==> src/rtl/hs_entry_tracker.sv <==
module hs_entry_tracker #(
  parameter logic [4:0] MC_PREFIX = 5'b00001
) (
  input  logic       clk,
  input  logic       rst_n,
  input  logic       scl_in,
  input  logic       sda_in,
  output logic       hs_active,
  output logic       filt_sel_hs,
  output logic [6:0] addr,
  output logic       addr_rw,
  output logic       addr_valid
);

  localparam logic [3:0] LAST_DATA = 4'd7;
  localparam logic [3:0] ACK_SLOT  = 4'd8;

  logic [1:0] scl_sy, sda_sy;
  logic       scl_q, sda_q;

  always_ff @(posedge clk) begin
    if (!rst_n) begin
      scl_sy <= 2'b11;
      sda_sy <= 2'b11;
      scl_q  <= 1'b1;
      sda_q  <= 1'b1;
    end else begin
      scl_sy <= {scl_sy[0], scl_in};
      sda_sy <= {sda_sy[0], sda_in};
      scl_q  <= scl_sy[1];
      sda_q  <= sda_sy[1];
    end
  end

  wire scl_s = scl_sy[1];
  wire sda_s = sda_sy[1];

  wire start_det = scl_s & scl_q & sda_q & ~sda_s;
  wire stop_det  = scl_s & scl_q & ~sda_q & sda_s;
  wire scl_rise  = scl_s & ~scl_q;

  logic       busy, first_byte, from_start;
  logic       mc_pend, armed, hs_q;
  logic [3:0] bitcnt;
  logic [7:0] shreg;

  wire [7:0] byte_nx  = {shreg[6:0], sda_s};
  wire       enter_hs = start_det & busy & armed;
  wire       is_mc    = from_start & ~hs_q & (byte_nx[7:3] == MC_PREFIX);

  always_ff @(posedge clk) begin
    if (!rst_n) begin
      busy       <= 1'b0;
      first_byte <= 1'b0;
      from_start <= 1'b0;
      mc_pend    <= 1'b0;
      armed      <= 1'b0;
      hs_q       <= 1'b0;
      bitcnt     <= '0;
      shreg      <= '0;
      addr       <= '0;
      addr_rw    <= 1'b0;
      addr_valid <= 1'b0;
    end else begin
      addr_valid <= 1'b0;
      if (stop_det) begin
        busy       <= 1'b0;
        first_byte <= 1'b0;
        mc_pend    <= 1'b0;
        armed      <= 1'b0;
        hs_q       <= 1'b0;
        bitcnt     <= '0;
      end else if (start_det) begin
        busy       <= 1'b1;
        first_byte <= 1'b1;
        from_start <= ~busy;
        mc_pend    <= 1'b0;
        bitcnt     <= '0;
        if (!busy) begin
          hs_q  <= 1'b0;
          armed <= 1'b0;
        end else if (armed) begin
          hs_q  <= 1'b1;
          armed <= 1'b0;
        end
      end else if (scl_rise && busy) begin
        if (bitcnt != ACK_SLOT) begin
          shreg  <= byte_nx;
          bitcnt <= bitcnt + 4'd1;
          if (bitcnt == LAST_DATA && first_byte) begin
            if (is_mc) begin
              mc_pend <= 1'b1;
            end else begin
              addr       <= byte_nx[7:1];
              addr_rw    <= byte_nx[0];
              addr_valid <= 1'b1;
            end
          end
        end else begin
          bitcnt     <= '0;
          first_byte <= 1'b0;
          mc_pend    <= 1'b0;
          if (mc_pend) armed <= sda_s;
        end
      end
    end
  end

  assign hs_active   = hs_q;
  assign filt_sel_hs = (hs_q | enter_hs) & ~stop_det;

  assert_bitcnt_range_R2: assert property (@(posedge clk) disable iff (!rst_n)
    bitcnt <= ACK_SLOT);

  assert_arm_needs_nack_R3: assert property (@(posedge clk) disable iff (!rst_n)
    $rose(armed) |-> $past(mc_pend && scl_rise && sda_s));

  assert_hs_entry_from_arm_R3: assert property (@(posedge clk) disable iff (!rst_n)
    $rose(hs_active) |-> $past(armed && start_det));

  assert_stop_clears_R6: assert property (@(posedge clk) disable iff (!rst_n)
    stop_det |=> (!hs_active && !armed));

  assert_filt_low_on_stop_R6: assert property (@(posedge clk) disable iff (!rst_n)
    stop_det |-> !filt_sel_hs);

  assert_mc_only_in_fs_R9: assert property (@(posedge clk) disable iff (!rst_n)
    $rose(mc_pend) |-> (!hs_active && from_start));

  assert_addr_pulse_R8: assert property (@(posedge clk) disable iff (!rst_n)
    addr_valid |=> !addr_valid);

endmodule

==> config.mk <==
export PLATFORM = sky130hd
export DESIGN_NAME = hs_entry_tracker
export DESIGN_NICKNAME = d
export VERILOG_FILES = /design/src/rtl/hs_entry_tracker.sv
export SDC_FILE = /design/constraint.sdc
export NUM_CORES = 1
export LEC_CHECK = 0
export ABC_AREA = 1
export BUFFER_PORTS_ARGS = -buffer_cell sky130_fd_sc_hd__buf_2
export CORE_MARGIN = 4
export CORE_UTILIZATION = 50
export DETAILED_ROUTE_END_ITERATION = 10
export PLACE_DENSITY_LB_ADDON = 0.05
export SYNTH_ARGS = -nofsm -noshare
export SYNTH_HDL_FRONTEND = slang
export SYNTH_SLANG_ARGS = --single-unit
==> constraint.sdc <==
create_clock -name clk -period 1.5 [get_ports clk]
set_input_delay 0.15 -clock clk [delete_from_list [all_inputs] [get_ports clk]]
set_output_delay 0.15 -clock clk [all_outputs]
set_load 0.05 [all_outputs]
==> impl_metrics.toml, run 1 <==
[route]
drt_iter0_drc = 47
drt-vias-per-instance = 5.15
drc = 0
post_drt_wl_per_cell_um = 11.9
vias = 1154
dr.pass1.iters = 4
wl_mm = 2.66
ant_nets = 0

[floorplanning]
die_y_um = 59.7
dieWidth_um = 59.7
row_count = 18
start_util = 0.530
num_io_pins = 15
core_mm2 = 0.00252
dieArea_mm2 = 0.00356

[synthesis]
netlist-cell-type-count = 21
seq_area_frac_synth = 0.479
synth_cells = 168
syn_area_mm2 = 0.00134
ys_seq_elements = 32
synth.avg_cell_area_um2 = 7.95
synth_warnings = 0
syn_nets = 174

[setup_path]
reg2regPathDepth = 7
slowest_delay_ns = 0.35
r2r_setup_slack_ns = 0.10
r2r_end = "shreg[5]$_SDFFE_PN0P_"
slowest_stage = "dfxtp_2"
start_kind = "flop"
path_cells = "nand2_2 -> inv_2 -> nand3_4 -> inv_2 -> nand2_1 -> nand2_1 -> inv_2 -> nor2_2 -> buf_6"
reg2reg_from = "scl_sy[1]$_SDFF_PN1_"
crit_arrival_ns = 1.33
critPathMostFrequentCell = "inv_2"
critical_path_class = "flop to primary output"
endpoint_kind = "primary output"
cp_max_fo = 2
crit_required_ns = 1.35
cp-startpoint = "scl_sy[1]$_SDFF_PN1_"

[placement]
routabilityCongestion = 0.829
hpwl_mm = 1.90
place_ws_ns = 0.107
portBuffers = 14

[clock_tree]
cts_made_buffers = 5
clock_path_buffers = 2
clk_pin_slew_ns = 0.09
htreeDepth = 2
root_buffer = "clkbuf_4"
cts_tree = "done"
clk-insertion-delay-late_ns = 0.33
cts_num_sinks = 32

[timing]
maxSlewHeadroom = 0.771
skew_ns = 0.00893
rsz0062_at_grt = "true"
finalSetupViolations = 0
holdWs_ns = 0.0128
setup_ws_ns = 0.0200
maxSlewViolCount = 0
fin_crit_sh = 0.987
fmax_mhz = 676
hold_viol_final = 0
period_minus_slack_ns = 1.48
worstMarginPinSlew_ns = 0.344

[power_and_ir_drop]
p_total_w = 0.00149
power_density_mw_per_mm2 = 931
ir_drop_mv = 0.809
leakage_nw = 0.716

[grt]
grt-ovfl-total = 0
grt_max_degree = 23
grt_pass1_vias = 1017
grt_pass1_wl_mm = 4.46
antenna_found_initial = 0
grt_use_total = 0.167

[finish]
fin_nets = 200
num_antenna_cells = 0
postLayoutCoreUtil = 0.633
drive_above_1_share = 0.299
synthToLayoutAreaGrowth_pct = 19.6

[status]
outcome = "complete, no violations"

[worst_hold_path]
min_path_type = "input port to flop"
min_to = "scl_sy[0]$_SDFF_PN1_"
worst_hold_path.num_cells = 2
hp-start = "scl_in"

[job]
maxCapViolCount = 0
==> metal layers <==
metal	routed length (um)	up-vias	part of all wire	track usage
met5	0	-	0	0
met3	170	5	0.064	0.0540
li1	-	596	-	-
met2	1250	36	0.47	0.264
met4	43	0	0.016	0.0791
met1	1190	517	0.45	0.205
==> critical path, delay by kind of cell (launching register included) <==
kind,cells,cell delay [ns]
DFF,1,0.35
and+or+nand+nor,5,0.33
buffers and inverters,4,0.33
==> worst max-delay path by stage <==
stage	end	slack, ns	cells past startpoint
floorplan	filt_sel_hs	0.04	8
global placement	shreg[0]$_SDFFE_PN0P_	0.16	6
detailed placement	filt_sel_hs	0.11	9
CTS	filt_sel_hs	0.008	6
global route	filt_sel_hs	-0.08	9
finish	filt_sel_hs	0.02	9
==> layout by cell type, fill, tap and decap left out, types with 2 or more instances in the layout <==
cell type and n:
nand2_2 5, ha_1 2, buf_4 8, nand4_1 11, nor2_1 26, or2_2 5, nor2_8 2, inv_1 16
nand3_1 3, buf_2 13, o21ai_0 9, nand2_1 24, clkbuf_8 2, nor3_1 3, clkbuf_4 5, a21oi_1 12
dfxtp_1 27, dfxtp_2 5, o21ai_1 2, inv_4 2, inv_2 3
==> what timing repair did <==
action / 4_1_cts / 5_1_grt
endpoints found under the hold margin: 0 / 1
gates resized for setup: 9 / 10
hold buffers: 0 / 1
pin swaps: 0 / 4
setup buffers: 3 / 1
endpoints found under the setup margin: 1 / 5
==> cell families after synthesis <==
logic type | synth area share
buf+inv | 0.0787
fa+ha+maj | 0.0187
simple gates | 0.328
compound gates | 0.0955
flops | 0.479
==> final cells by class <==
type,instances,area (um^2)
well taps,30,37.5
fillers,219,925
inverters,21,83.8
repair buffers,23,146
clock buffers,7,65.1
multi-input cells,111,618
flip-flops and latches,32,647
==> state kept, by name (all words and copies together), names as in the netlist, 2 cells and up <==
signal  flops
sda_sy      2
scl_sy      2
bitcnt      4
shreg       7
addr        7
==> power by group <==
group | leakage [nW] | internal (W) | switching (W)
logic | 0.419 | 0.0000305 | 0.0000448
clock network | 0.0374 | 0.000266 | 0.000276
registers | 0.259 | 0.000861 | 0.00000925
==> Yosys cell counts <==
cell | number | area (um^2)
or2_2 | 5 | 31.3
buf_2 | 1 | 5.00
nand4_1 | 11 | 68.8
nand2_2 | 2 | 12.5
nor3_1 | 4 | 20.0
o21ai_0 | 11 | 55.1
inv_1 | 20 | 75.1
a211oi_2 | 1 | 12.5
nor2_8 | 2 | 40.0
dfxtp_1 | 32 | 641
clkbuf_1 | 2 | 7.51
nor2_4 | 1 | 11.3
nand4_4 | 1 | 21.3
nand2_1 | 27 | 101
nand3_2 | 1 | 10.0
nor2_1 | 27 | 101
a21oi_1 | 12 | 60.1
inv_4 | 1 | 6.26
ha_1 | 2 | 25.0
nand3_1 | 4 | 20.0
buf_6 | 1 | 11.3
==> stage by stage <==
stage | cells | instance area, um^2 | TNS, ns
finish | 224 | 1600 | 0
global route | 224 | 1600 | -0.0920
CTS | 222 | 1560 | 0
detailed placement | 212 | 1450 | 0
global placement | 212 | 1450 | 0
floorplan | 168 | 1340 | 0
Power figures use the tool's default switching activity.
==> inputs of run 2 (changes only) <==
- PLACE_DENSITY: default -> 0.68
- PLACE_DENSITY_LB_ADDON: 0.05 -> default
==> run 2 against run 1 <==
- utilization down 0.50 points
- clock power rose by 19%
- power up 6.7%
==> impl_metrics.toml, run 2 (same netlist as run 1, synthesis figures left out) <==
[worst_hold_path]
min_path_type = "input port to flop"
worst_hold_path.num_cells = 2

[status]
outcome = "complete, no violations"

[power_and_ir_drop]
leakage_nw = 0.713
ir_drop_mv = 0.756
p_total_w = 0.00159
power_density_mw_per_mm2 = 1000

[clock_tree]
cts_made_buffers = 5
clock_path_buffers = 2
cts_tree = "done"
clk-insertion-delay-late_ns = 0.33
clk_pin_slew_ns = 0.10
root_buffer = "clkbuf_4"
cts_num_sinks = 32
htreeDepth = 2

[placement]
hpwl_mm = 1.79
routabilityCongestion = 0.754
portBuffers = 14

[grt]
grt_max_degree = 23
grt-ovfl-total = 0
grt_util_met3 = 0.0713
grtUsageMet1 = 0.195
antenna_found_initial = 0
grt_pass1_wl_mm = 4.33
grt_use_total = 0.164
busiest_layer = "met2"
grtUsageMet2 = 0.265
grt_pass1_vias = 1046

[timing]
hold_viol_final = 0
maxSlewHeadroom = 0.769
fin_tns_setup_ns = 0
rsz0062_at_grt = "true"
finalSetupViolations = 0
fin_crit_sh = 0.974
maxSlewViolCount = 0
period_minus_slack_ns = 1.46
fmax_mhz = 684
worstMarginPinSlew_ns = 0.346
skew_ns = 0.00689

[route]
vias = 1122
drt_iter0_drc = 35
ant_nets = 0
drt-vias-per-instance = 5.01
dr.pass1.iters = 4
wl_mm = 2.46
drc = 0
post_drt_wl_per_cell_um = 11.0

[finish]
final_cell_mix = "dfxtp_1, nor2_1, nand2_1, inv_1, buf_2"
num_antenna_cells = 0
drive_above_1_share = 0.278
reg_top3 = "addr: 7 flops, shreg: 7 flops, bitcnt: 4 flops"
fillers = 239
multi_input_area_um2 = 603
synthToLayoutAreaGrowth_pct = 18.6
final_common_cell = "dfxtp_1"
fin_nets = 199
regArea_um2 = 646

[setup_path]
reg2regPathDepth = 7
critical_path_class = "flop to primary output"
endpoint_kind = "primary output"
cp_max_fo = 2
crit_required_ns = 1.35
crit_arrival_ns = 1.31
start_kind = "flop"

[floorplanning]
dieArea_mm2 = 0.00356
core_mm2 = 0.00252
dieWidth_um = 59.7
start_util = 0.530
row_count = 18
die_y_um = 59.7
num_io_pins = 15

[job]
maxCapViolCount = 0
run 2: what timing repair did:
item / 4_1_cts / 5_1_grt
hold buffers: 2 / 0
pin swaps: 0 / 1
endpoints found under the hold margin: 2 / 0
setup buffers: 2 / 0
setup endpoints to repair: 1 / 9
resized for setup: 8 / 6
run 2: layout make-up:
cell class | count | area share
inverters | 21 | 0.0513
clock inverters | 2 | 0.0221
well taps | 30 | 0.0237
flip-flops and latches | 32 | 0.407
repair buffers | 22 | 0.0892
multi-input cells | 111 | 0.380
clock buffers | 6 | 0.0260
run 2: worst max-delay path, cell delays in order (launching register included):
cell	delay (ns)
dfxtp_2	0.34
nand2_2	0.05
inv_2	0.06
nand3_2	0.08
inv_2	0.07
nand2_2	0.04
nand2_2	0.05
inv_2	0.04
nor2_2	0.08
buf_6	0.16
run 2: routing by layer:
metal,vias up,routed length (um)
met5,-,0
met4,0,46
met3,4,139
met2,24,1110
met1,500,1170
li1,594,-
run 2: stage by stage:
step	instances	setup slack, ns	utilization	instance area (um^2)	hold slack [ns]
floorplan	168	0.0386	-	1340	0.257
global placement	212	0.205	0.576	1450	0.337
detailed placement	212	0.142	0.576	1450	0.340
CTS	224	0.00704	0.625	1580	0.145
global route	224	-0.0763	0.628	1590	0.173
finish	224	0.0386	0.628	1590	0.167
run 2: where the power goes:
group	switching, W	internal (W)	total [W]
clock	0.000296	0.000349	0.000645
combinational	0.0000425	0.0000293	0.0000718
sequential	0.00000797	0.000861	0.000869
run 2: worst paths after layout:
| check | startpoint | endpoint | slack, ns |
|---|---|---|---|
| max | scl_sy[1]$_SDFF_PN1_ | filt_sel_hs | 0.04 |
| min | rst_n | sda_q$_SDFF_PN1_ | 0.17 |
| max reg2reg | bitcnt[0]$_SDFFE_PP0P_ | bitcnt[3]$_SDFFE_PP0P_ | 0.17 |
| min reg2reg | scl_sy[0]$_SDFF_PN1_ | scl_sy[1]$_SDFF_PN1_ | 0.43 |
